--- config.mk ---
export PLATFORM = sky130hd
export DESIGN_NAME = tx_frame_validator
export DESIGN_NICKNAME = d
export VERILOG_FILES = /design/src/rtl/tx_val_pkg.sv /design/src/rtl/tx_val_datapath.sv /design/src/rtl/tx_val_control.sv /design/src/rtl/tx_frame_validator.sv
export SDC_FILE = /design/constraint.sdc
export NUM_CORES = 1
export LEC_CHECK = 0
export ABC_AREA = 0
export CAP_MARGIN = 20
export CORE_UTILIZATION = 25
export CTS_CLUSTER_SIZE = 30
export DETAILED_ROUTE_END_ITERATION = 16
export PLACE_DENSITY_LB_ADDON = 0.08
export SYNTH_ARGS = -nofsm -noshare
export SYNTH_HDL_FRONTEND = slang
export SYNTH_SLANG_ARGS = --single-unit
--- constraint.sdc ---
create_clock -name clk -period 2.5 [get_ports clk]
set_clock_uncertainty 0.1 [all_clocks]
set_input_delay 0.5 -clock clk [delete_from_list [all_inputs] [get_ports clk]]
set_output_delay 0.5 -clock clk [all_outputs]
set_load 0.02 [all_outputs]
--- src/rtl/tx_val_pkg.sv ---
package tx_val_pkg;

  typedef enum logic [1:0] {
    ST_IDLE  = 2'd0,
    ST_CHECK = 2'd1,
    ST_SEND  = 2'd2,
    ST_DONE  = 2'd3
  } txState_e;

  // strobes from control to datapath
  typedef struct packed {
    logic loadCount;
    logic clearCount;
    logic resetIdx;
    logic stepIdx;
  } txCtrl_t;

  // status from datapath to control
  typedef struct packed {
    logic lenBad;
    logic byteBad;
    logic preDone;
    logic bodyLast;
  } txStat_t;

endpackage

--- src/rtl/tx_val_datapath.sv ---
module tx_val_datapath
  import tx_val_pkg::*;
#(
  parameter int CNT_W    = 16,
  parameter int ADDR_W   = 11,
  parameter int MIN_LEN  = 64,
  parameter int MAX_LEN  = 1530,
  parameter int PRE_LEN  = 8,
  parameter int FCS_LEN  = 4,
  parameter logic [7:0] FILL_BYTE = 8'h55,
  parameter logic [7:0] SFD_BYTE  = 8'hD5
) (
  input  logic              clk,
  input  logic              rstN,
  input  txCtrl_t           ctrl,
  input  logic [CNT_W-1:0]  wrData,
  input  logic [7:0]        bufData,
  output logic [CNT_W-1:0]  txCount,
  output logic [ADDR_W-1:0] bufAddr,
  output logic [7:0]        outData,
  output txStat_t           stat
);

  localparam logic [CNT_W-1:0] MIN_C    = CNT_W'(MIN_LEN);
  localparam logic [CNT_W-1:0] MAX_C    = CNT_W'(MAX_LEN);
  localparam logic [CNT_W-1:0] PRE_LAST = CNT_W'(PRE_LEN - 1);
  localparam logic [CNT_W-1:0] TAIL_OFS = CNT_W'(FCS_LEN + 1);

  logic [CNT_W-1:0] countQ;
  logic [CNT_W-1:0] idxQ;
  logic [7:0]       expByte;

  always_ff @(posedge clk) begin
    if (!rstN) begin
      countQ <= '0;
    end else if (ctrl.loadCount) begin
      countQ <= wrData;
    end else if (ctrl.clearCount) begin
      countQ <= '0;
    end
  end

  always_ff @(posedge clk) begin
    if (!rstN || ctrl.resetIdx) begin
      idxQ <= '0;
    end else if (ctrl.stepIdx) begin
      idxQ <= idxQ + 1'b1;
    end
  end

  always_comb begin
    expByte       = (idxQ == PRE_LAST) ? SFD_BYTE : FILL_BYTE;
    stat.lenBad   = (countQ < MIN_C) || (countQ > MAX_C);
    stat.byteBad  = (bufData != expByte);
    stat.preDone  = (idxQ == PRE_LAST);
    stat.bodyLast = (idxQ == countQ - TAIL_OFS);
  end

  assign txCount = countQ;
  assign bufAddr = idxQ[ADDR_W-1:0];
  assign outData = bufData;

  // a clear strobe leaves the register at zero
  a_r6_clear_zero: assert property (@(posedge clk) disable iff (!rstN)
    (ctrl.clearCount && !ctrl.loadCount) |=> (txCount == '0));

endmodule

--- src/rtl/tx_val_control.sv ---
module tx_val_control
  import tx_val_pkg::*;
(
  input  logic    clk,
  input  logic    rstN,
  input  logic    wrEn,
  input  logic    wrNonZero,
  input  txStat_t stat,
  input  logic    outReady,
  output txCtrl_t ctrl,
  output logic    outValid,
  output logic    outLast,
  output logic    txDone,
  output logic    busy
);

  txState_e stateQ, stateD;

  always_ff @(posedge clk) begin
    if (!rstN) stateQ <= ST_IDLE;
    else       stateQ <= stateD;
  end

  always_comb begin
    stateD = stateQ;
    ctrl   = '0;
    unique case (stateQ)
      ST_IDLE: begin
        if (wrEn) begin
          ctrl.loadCount = 1'b1;
          ctrl.resetIdx  = 1'b1;
          if (wrNonZero) stateD = ST_CHECK;
        end
      end
      ST_CHECK: begin
        if (stat.lenBad || stat.byteBad) begin
          stateD = ST_DONE;
        end else begin
          ctrl.stepIdx = 1'b1;
          if (stat.preDone) stateD = ST_SEND;
        end
      end
      ST_SEND: begin
        if (outReady) begin
          if (stat.bodyLast) begin
            ctrl.clearCount = 1'b1;
            stateD = ST_DONE;
          end else begin
            ctrl.stepIdx = 1'b1;
          end
        end
      end
      ST_DONE: stateD = ST_IDLE;
      default: stateD = ST_IDLE;
    endcase
  end

  assign outValid = (stateQ == ST_SEND);
  assign outLast  = (stateQ == ST_SEND) && stat.bodyLast;
  assign txDone   = (stateQ == ST_DONE);
  assign busy     = (stateQ != ST_IDLE);

  // the done pulse never lasts two cycles
  a_r7_pulse_single: assert property (@(posedge clk) disable iff (!rstN)
    txDone |=> !txDone);

  // last is only flagged on a presented byte
  a_r5_last_valid: assert property (@(posedge clk) disable iff (!rstN)
    outLast |-> outValid);

  // the final handshake is followed by the pulse
  a_r6_final_then_done: assert property (@(posedge clk) disable iff (!rstN)
    (outValid && outLast && outReady) |=> (txDone && !outValid));

endmodule

--- src/rtl/tx_frame_validator.sv ---
module tx_frame_validator
  import tx_val_pkg::*;
#(
  parameter int CNT_W   = 16,
  parameter int ADDR_W  = 11,
  parameter int MIN_LEN = 64,
  parameter int MAX_LEN = 1530,
  parameter int PRE_LEN = 8,
  parameter int FCS_LEN = 4
) (
  input  logic              clk,
  input  logic              rstN,
  input  logic              wrEn,
  input  logic [CNT_W-1:0]  wrData,
  output logic [CNT_W-1:0]  txCount,
  output logic [ADDR_W-1:0] bufAddr,
  input  logic [7:0]        bufData,
  output logic [7:0]        outData,
  output logic              outValid,
  output logic              outLast,
  input  logic              outReady,
  output logic              txDone
);

  txCtrl_t ctrl;
  txStat_t stat;
  logic    busy;

  tx_val_datapath #(
    .CNT_W(CNT_W), .ADDR_W(ADDR_W), .MIN_LEN(MIN_LEN), .MAX_LEN(MAX_LEN),
    .PRE_LEN(PRE_LEN), .FCS_LEN(FCS_LEN)
  ) i_dp (
    .clk(clk), .rstN(rstN), .ctrl(ctrl), .wrData(wrData), .bufData(bufData),
    .txCount(txCount), .bufAddr(bufAddr), .outData(outData), .stat(stat)
  );

  tx_val_control i_ctl (
    .clk(clk), .rstN(rstN), .wrEn(wrEn), .wrNonZero(|wrData), .stat(stat),
    .outReady(outReady), .ctrl(ctrl), .outValid(outValid), .outLast(outLast),
    .txDone(txDone), .busy(busy)
  );

  // a write during an attempt leaves the count alone
  a_r8_busy_write_ignored: assert property (@(posedge clk) disable iff (!rstN)
    (busy && wrEn && !(outValid && outLast && outReady)) |=> $stable(txCount));

  // a stalled byte stays presented at the same address
  a_r5_stall_hold: assert property (@(posedge clk) disable iff (!rstN)
    (outValid && !outReady) |=> (outValid && $stable(bufAddr)));

endmodule

After elaboration in Yosys (flattened, before gate mapping)
Cells that the tools add are included.
{"block": "classes", "n_addsub": 2, "n_lt_le_gt_ge": 2, "eq_ne": 11, "muxes": 19, "reduce_logical": 9}
{"cell": "16-bit 2-to-1 mux", "n": 2}
{"cell": "16-bit by 1-bit adder with 16-bit output (second input constant)", "n": 1}
{"cell": "16-bit equality test", "n": 1}
{"cell": "16-bit by 3-bit equality test with 1-bit output (second input constant)", "n": 1}
{"cell": "16-bit by 11-bit > comparator with 1-bit output (second input constant)", "n": 1}
{"cell": "16-bit by 7-bit < comparator with 1-bit output (second input constant)", "n": 1}
{"cell": "16-bit OR reduction", "n": 1}
{"cell": "16-bit by 3-bit subtractor with 16-bit output (second input constant)", "n": 1}
{"cell": "2-bit 2-to-1 mux", "n": 6}
{"cell": "1-bit 2-to-1 mux", "n": 8}
{"cell": "8-bit 2-to-1 mux", "n": 1}
{"cell": "8-bit != test", "n": 1}
{"cell": "2-bit case mux with 4 select lines", "n": 1}
{"cell": "2-bit by 1-bit != test with 1-bit output (second input constant)", "n": 3}
{"cell": "5-bit AND reduction", "n": 1}
{"cell": "2-bit equality test (second input constant)", "n": 2}
{"cell": "1-bit logical OR", "n": 3}
{"cell": "3-bit by 1-bit != test with 1-bit output (second input constant)", "n": 1}
{"cell": "2-bit by 1-bit equality test with 1-bit output (second input constant)", "n": 1}
{"cell": "2-bit zero test", "n": 1}
{"cell": "2-bit != test (second input constant)", "n": 1}
{"cell": "1-bit case mux with 2 select lines", "n": 1}
{"cell": "2-bit nonzero test", "n": 1}
{"cell": "1-bit logical AND", "n": 1}
{"cell": "1-bit zero test", "n": 1}
{"block": "word_totals", "register_bits": 34, "out_inout_bits": 38}

Logic depth before layout (Yosys ltp)
Gate-level depths: netlist of run 1.
{"block": "depth", "ltp_word": 7, "depth_mapped": 12, "mapped_depth_nobuf": 10}

Modules after synthesis
From an unflattened synthesis of run 1, not the netlist that was laid out.
{"block": "unflattened", "hier_cells": 308, "area_unflattened_um2": 2501.1}
{"mod": "tx_val_datapath", "instances": 1, "cells_each": 273, "area_per_inst_um2": 2212.1, "seq_area_each_um2": 640.6}
{"mod": "tx_val_control", "instances": 1, "cells_each": 30, "area_per_inst_um2": 257.7, "seq_area_each_um2": 40.0}
{"mod": "tx_frame_validator", "instances": 1, "cells_each": 5, "area_per_inst_um2": 31.3, "seq_area_each_um2": 0.0}

Worst setup path before layout of run 1
No wires, ideal clock.
{"block": "synth_path", "path_type": "flip-flop to flip-flop", "startpoint": "reg i_dp.countQ[0] (netlist: i_dp.txCount[0])", "endpoint": "reg i_dp.idxQ[6]", "t_arrival_ns": 2.797, "setup_slack_ns": -0.467, "path_stages_with_launch": 12, "n_path_buf": 2, "cell_sequence": "dfxtp_1 > inv_1 > ha_1 > nand2b_1 > and4_1 > buf_2 > a2111oi_2 > a2111oi_4 > a311o_1 > buf_6 > or3_1 > a21oi_1"}
{"block": "synth_via", "elab_chain_len": 5, "elab_cells_between_ends": 10, "cone_classes": "add/sub (1); order compare (2); eq/ne (1); mux (4); reduce/logical (2)"}
{"element": "from (decl)", "line_no": "tx_val_datapath.sv:29", "source": "logic [CNT_W-1:0] countQ;"}
{"element": "from (signal assigned)", "line_no": "tx_val_datapath.sv:37", "source": "countQ <= wrData;"}
{"element": "16-bit by 3-bit subtractor with 16-bit output (tied with other cells)", "line_no": "tx_val_datapath.sv:56", "source": "stat.bodyLast = (idxQ == countQ - TAIL_OFS);"}
{"element": "16-bit equality test / 1-bit logical OR (equally long branches)", "line_no": "tx_val_datapath.sv:56, tx_val_datapath.sv:53"}
{"element": "1-bit 2-to-1 mux / 1-bit logical OR (equally long branches)", "line_no": "tx_val_control.sv:45, tx_val_control.sv:36"}
{"element": "1-bit 2-to-1 mux, on equally long branches", "line_no": "tx_val_control.sv:44, tx_val_control.sv:36"}
{"element": "1-bit case mux with 2 select lines *", "line_no": "tx_val_control.sv:27", "source": "unique case (stateQ)"}
{"element": "to (signal assigned)", "line_no": "tx_val_datapath.sv:47", "source": "idxQ <= idxQ + 1'b1;"}
{"element": "to (decl)", "line_no": "tx_val_datapath.sv:30", "source": "logic [CNT_W-1:0] idxQ;"}
Mark *: on every way between the ends. The rest lies on a longest branch, timed or not.
A chain may end at the register's enable or synchronous reset.

Worst setup path in the final report of run 1
{"block": "layout_path", "startpoint": "reg i_dp.countQ[1] (netlist: i_dp.txCount[1])", "endpoint": "out outLast"}
{"block": "layout_via", "elab_chain_len": 3}
{"element": "16-bit by 3-bit subtractor with 16-bit output", "line_no": "tx_val_datapath.sv:56"}
{"element": "16-bit equality test", "line_no": "tx_val_datapath.sv:56"}
{"element": "1-bit logical AND", "line_no": "tx_val_control.sv:59", "source": "assign outLast = (stateQ == ST_SEND) && stat.bodyLast;"}
{"element": "to (decl)", "line_no": "tx_frame_validator.sv:20", "source": "output logic outLast,"}
Every way passes these cells.

==> summary.txt, run 1 <==
setup slack after layout = -0.323 ns
routability cong. = 0.790
Startpoint Class = flip-flop
crit path launch = i_dp.txCount[1]$_SDFFE_PN0P_
first-pass GRT wire length = 15600 µm
Clock Latency Late Sink = 0.28 ns
setup violators final = 35
worst slew pin tran = 0.847 ns
detail-routed via count per cell = 4.90
hold path depth = 1
drt first-iter violations = 133
die width = 104 µm
vias in the first global route = 3043
failing checks = setup timing
layout cell share with drive strength beyond 1 = 38.6%
H-tree levels = 2
max_cap viols = 0
RSZ-0062 raised after global routing = yes
via count = 2958
Filler Cell Count = 997
number of synthesized flops with an enable pin = 0
Final Hold Fails = 0
leading area contributor after synthesis = dfxtp_1
Critical Path End Type = output port
Root Buffer = clkbuf_8
synthesized area = 0.00259 mm²
R2R Setup Slk = -0.27 ns
WP data required = 1.90 ns
Final Max Slew Viols = 0
crit path max fanout = 5
drt total wl = 9560 µm
port bufs = 65
r2r startpoint = i_dp.txCount[6]$_SDFFE_PN0P_
max frequency = 354 MHz
Register-to-Register Path Depth = 10
post-route DRC violation count = 0
fin crit period = 2.82 ns
peak supply drop = 0.000246 V
# rows = 36
slew margin rel. = 43.5%
DIE AREA = 0.0108 mm²
Antenna Nets Post-Route = 0
ANT cells = 0
Avg WL per Cell = 15.8 µm
CTS Buffer Depth = 2
post-synth top area share = 26.3%
Syn Inst Count = 320
Tcrit/Tclk final = 113%
I/O pins = 66
initial antenna violation count = 0
Core Region = 0.00991 mm²
DRT Pass-1 Iters = 4
sequential area share after synthesis = 26.3%
Power Dens Cells = 602 mW/mm²
WHS = 0.469 ns
hold_sp = i_dp.txCount[14]$_SDFFE_PN0P_
worst min-delay path class = flip-flop to flip-flop
largest net degree at the start of global routing = 17
GRT Total Usage = 18.1%
outcome = finished, violations left
CTS buffer count = 5
CTS tree = yes
Area Growth Syn to Fin = 73.8%
most frequent cells in the layout = 104 x buf_4, 62 x clkdlybuf4s50_1, 25 x dfxtp_1
Final TNS setup = -7.03 ns
final core occ = 45.4%
die height = 104 µm
Lkg Pwr = 0.00179 µW
Detail Placement HPWL = 7040 µm
Async SR Flop Fraction = 0%
Nets = 506
Worst Path Arrival = 2.22 ns
clock net sink count = 34
synth warn = 0
Synth cell types = 62
Synth area leaders = dfxtp_1 26%, buf_4 5.5%, a22o_1 5.1%
average instance area after synthesis = 8.09 µm²
most common cell after layout, fill and taps aside = buf_4
number of synthesized register bits = 34
gr ovfl total = 0
clock-pin slew on the worst setup and hold paths = 0.07 ns
WS Path Type = flip-flop to output port
starting density of the core = 26.1%
Mapped Nets = 355
Synth Flop Type = dfxtp_1
## through the flow
step / setup slack, ns / cells / instance area, µm² / power [µW]
2_1_floorplan: -0.171 / 320 / 2690 / 1510
3_3_place_gp: -0.624 / 582 / 4020 / 2160
3_5_place_dp: -0.626 / 582 / 4020 / 2150
4_1_cts: -0.312 / 604 / 4460 / 2710
5_1_grt: -0.406 / 604 / 4500 / 2890
6_report: -0.323 / 604 / 4500 / 2710
## cell families after synthesis
group	synth area share, %
AND/OR/NAND/NOR	27.3
AO/OA/AOI/OAI	23.7
buffers and inverters	11.1
flip-flops	26.3
XOR/XNOR	7.10
adder cells (fa/ha/maj)	3.38
multiplexers	1.16
## sequential cells by signal, summed over array words and instances (netlist names)
signal        count
i_dp.txCount     16
i_ctl.stateQ      2
i_dp.idxQ        16
## final timing paths
path	to
setup / recovery	outLast
hold / removal	i_dp.txCount[14]$_SDFFE_PN0P_
setup reg to reg	i_dp.idxQ[2]$_SDFFE_PP0P_
hold reg to reg	i_dp.txCount[14]$_SDFFE_PN0P_
## per-layer routing
| layer | part of all wire, % | vias to the layer above | GRT usage, % |
|---|---|---|---|
| li1 | - | 1488 | - |
| met1 | 50 | 1401 | 24.8 |
| met2 | 46 | 67 | 30.0 |
| met3 | 4.0 | 2 | 3.27 |
| met4 | 0.35 | 0 | 2.86 |
| met5 | 0 | - | 0 |
## cell usage after synthesis (2+ instances only)
library cell  count
dfxtp_1          34
nand2_1          21
buf_4            19
a21oi_1          16
a22o_1           15
nor2_1           15
nand3_1          14
clkbuf_1         13
or3_1            12
inv_1            11
o21ai_0          11
xnor2_1          11
nand4_1          10
nor4_1           10
xor2_1           10
and3_1            7
ha_1              7
and2_1            6
o21ai_1           6
nor3_1            5
or4_1             5
buf_2             4
o211ai_1          4
a21boi_0          3
buf_6             3
mux2i_1           3
a211oi_1          2
nand2b_1          2
nand3b_1          2
nor2b_1           2
nor3_2            2
nor4b_1           2
nor4bb_1          2
o211a_1           2
o31ai_1           2
## worst max-delay path, stage by stage (launching register included)
cell and delay (ns):
dfxtp_4 0.35, buf_4 0.15, o21a_1 0.23, buf_6 0.14
a211oi_2 0.17, o211a_1 0.20, nand4_1 0.10, a21oi_1 0.14
and3_4 0.21, and2_4 0.14, buf_6 0.10
## report_power, final
part           switching [µW]  internal [µW]  leakage (µW)  total, µW
combinational             790            842       0.00147       1630
clock                     203            192     0.0000383        395
sequential               74.9            609      0.000282        684
total                    1070           1640       0.00179       2710
## timing repair
item | in CTS | in global routing
endpoints found under the hold margin | 0 | 0
hold buffers | 0 | 0
gates cloned | 4 | 0
endpoints found under the setup margin | 35 | 35
setup buffers | 11 | 1
gates resized for setup | 57 | 10
pin swaps | 17 | 7
## area by class of cell
type                       instances  area, µm²  share of cell area [%]
clock buffer                       7       76.3                    1.70
sequential                        34        704                    15.7
tap                              133        166                    3.70
inverter                          11       41.3                   0.918
timing repair buffer             179       1560                    34.7
multi-input combinational        240       1950                    43.4
(Power assumes the default switching activity.)
==> inputs of run 2 (changes only) <==
--- a/config.mk
+++ b/config.mk
@@ -6,7 +6,7 @@
 export NUM_CORES = 1
 export LEC_CHECK = 0
 export ABC_AREA = 0
-export CAP_MARGIN = 20
+export CAP_MARGIN = 25
 export CORE_UTILIZATION = 25
 export CTS_CLUSTER_SIZE = 30
 export DETAILED_ROUTE_END_ITERATION = 16
==> results of run 2 <==
The final DEF is identical to that of run 1; final timing and power are the same.
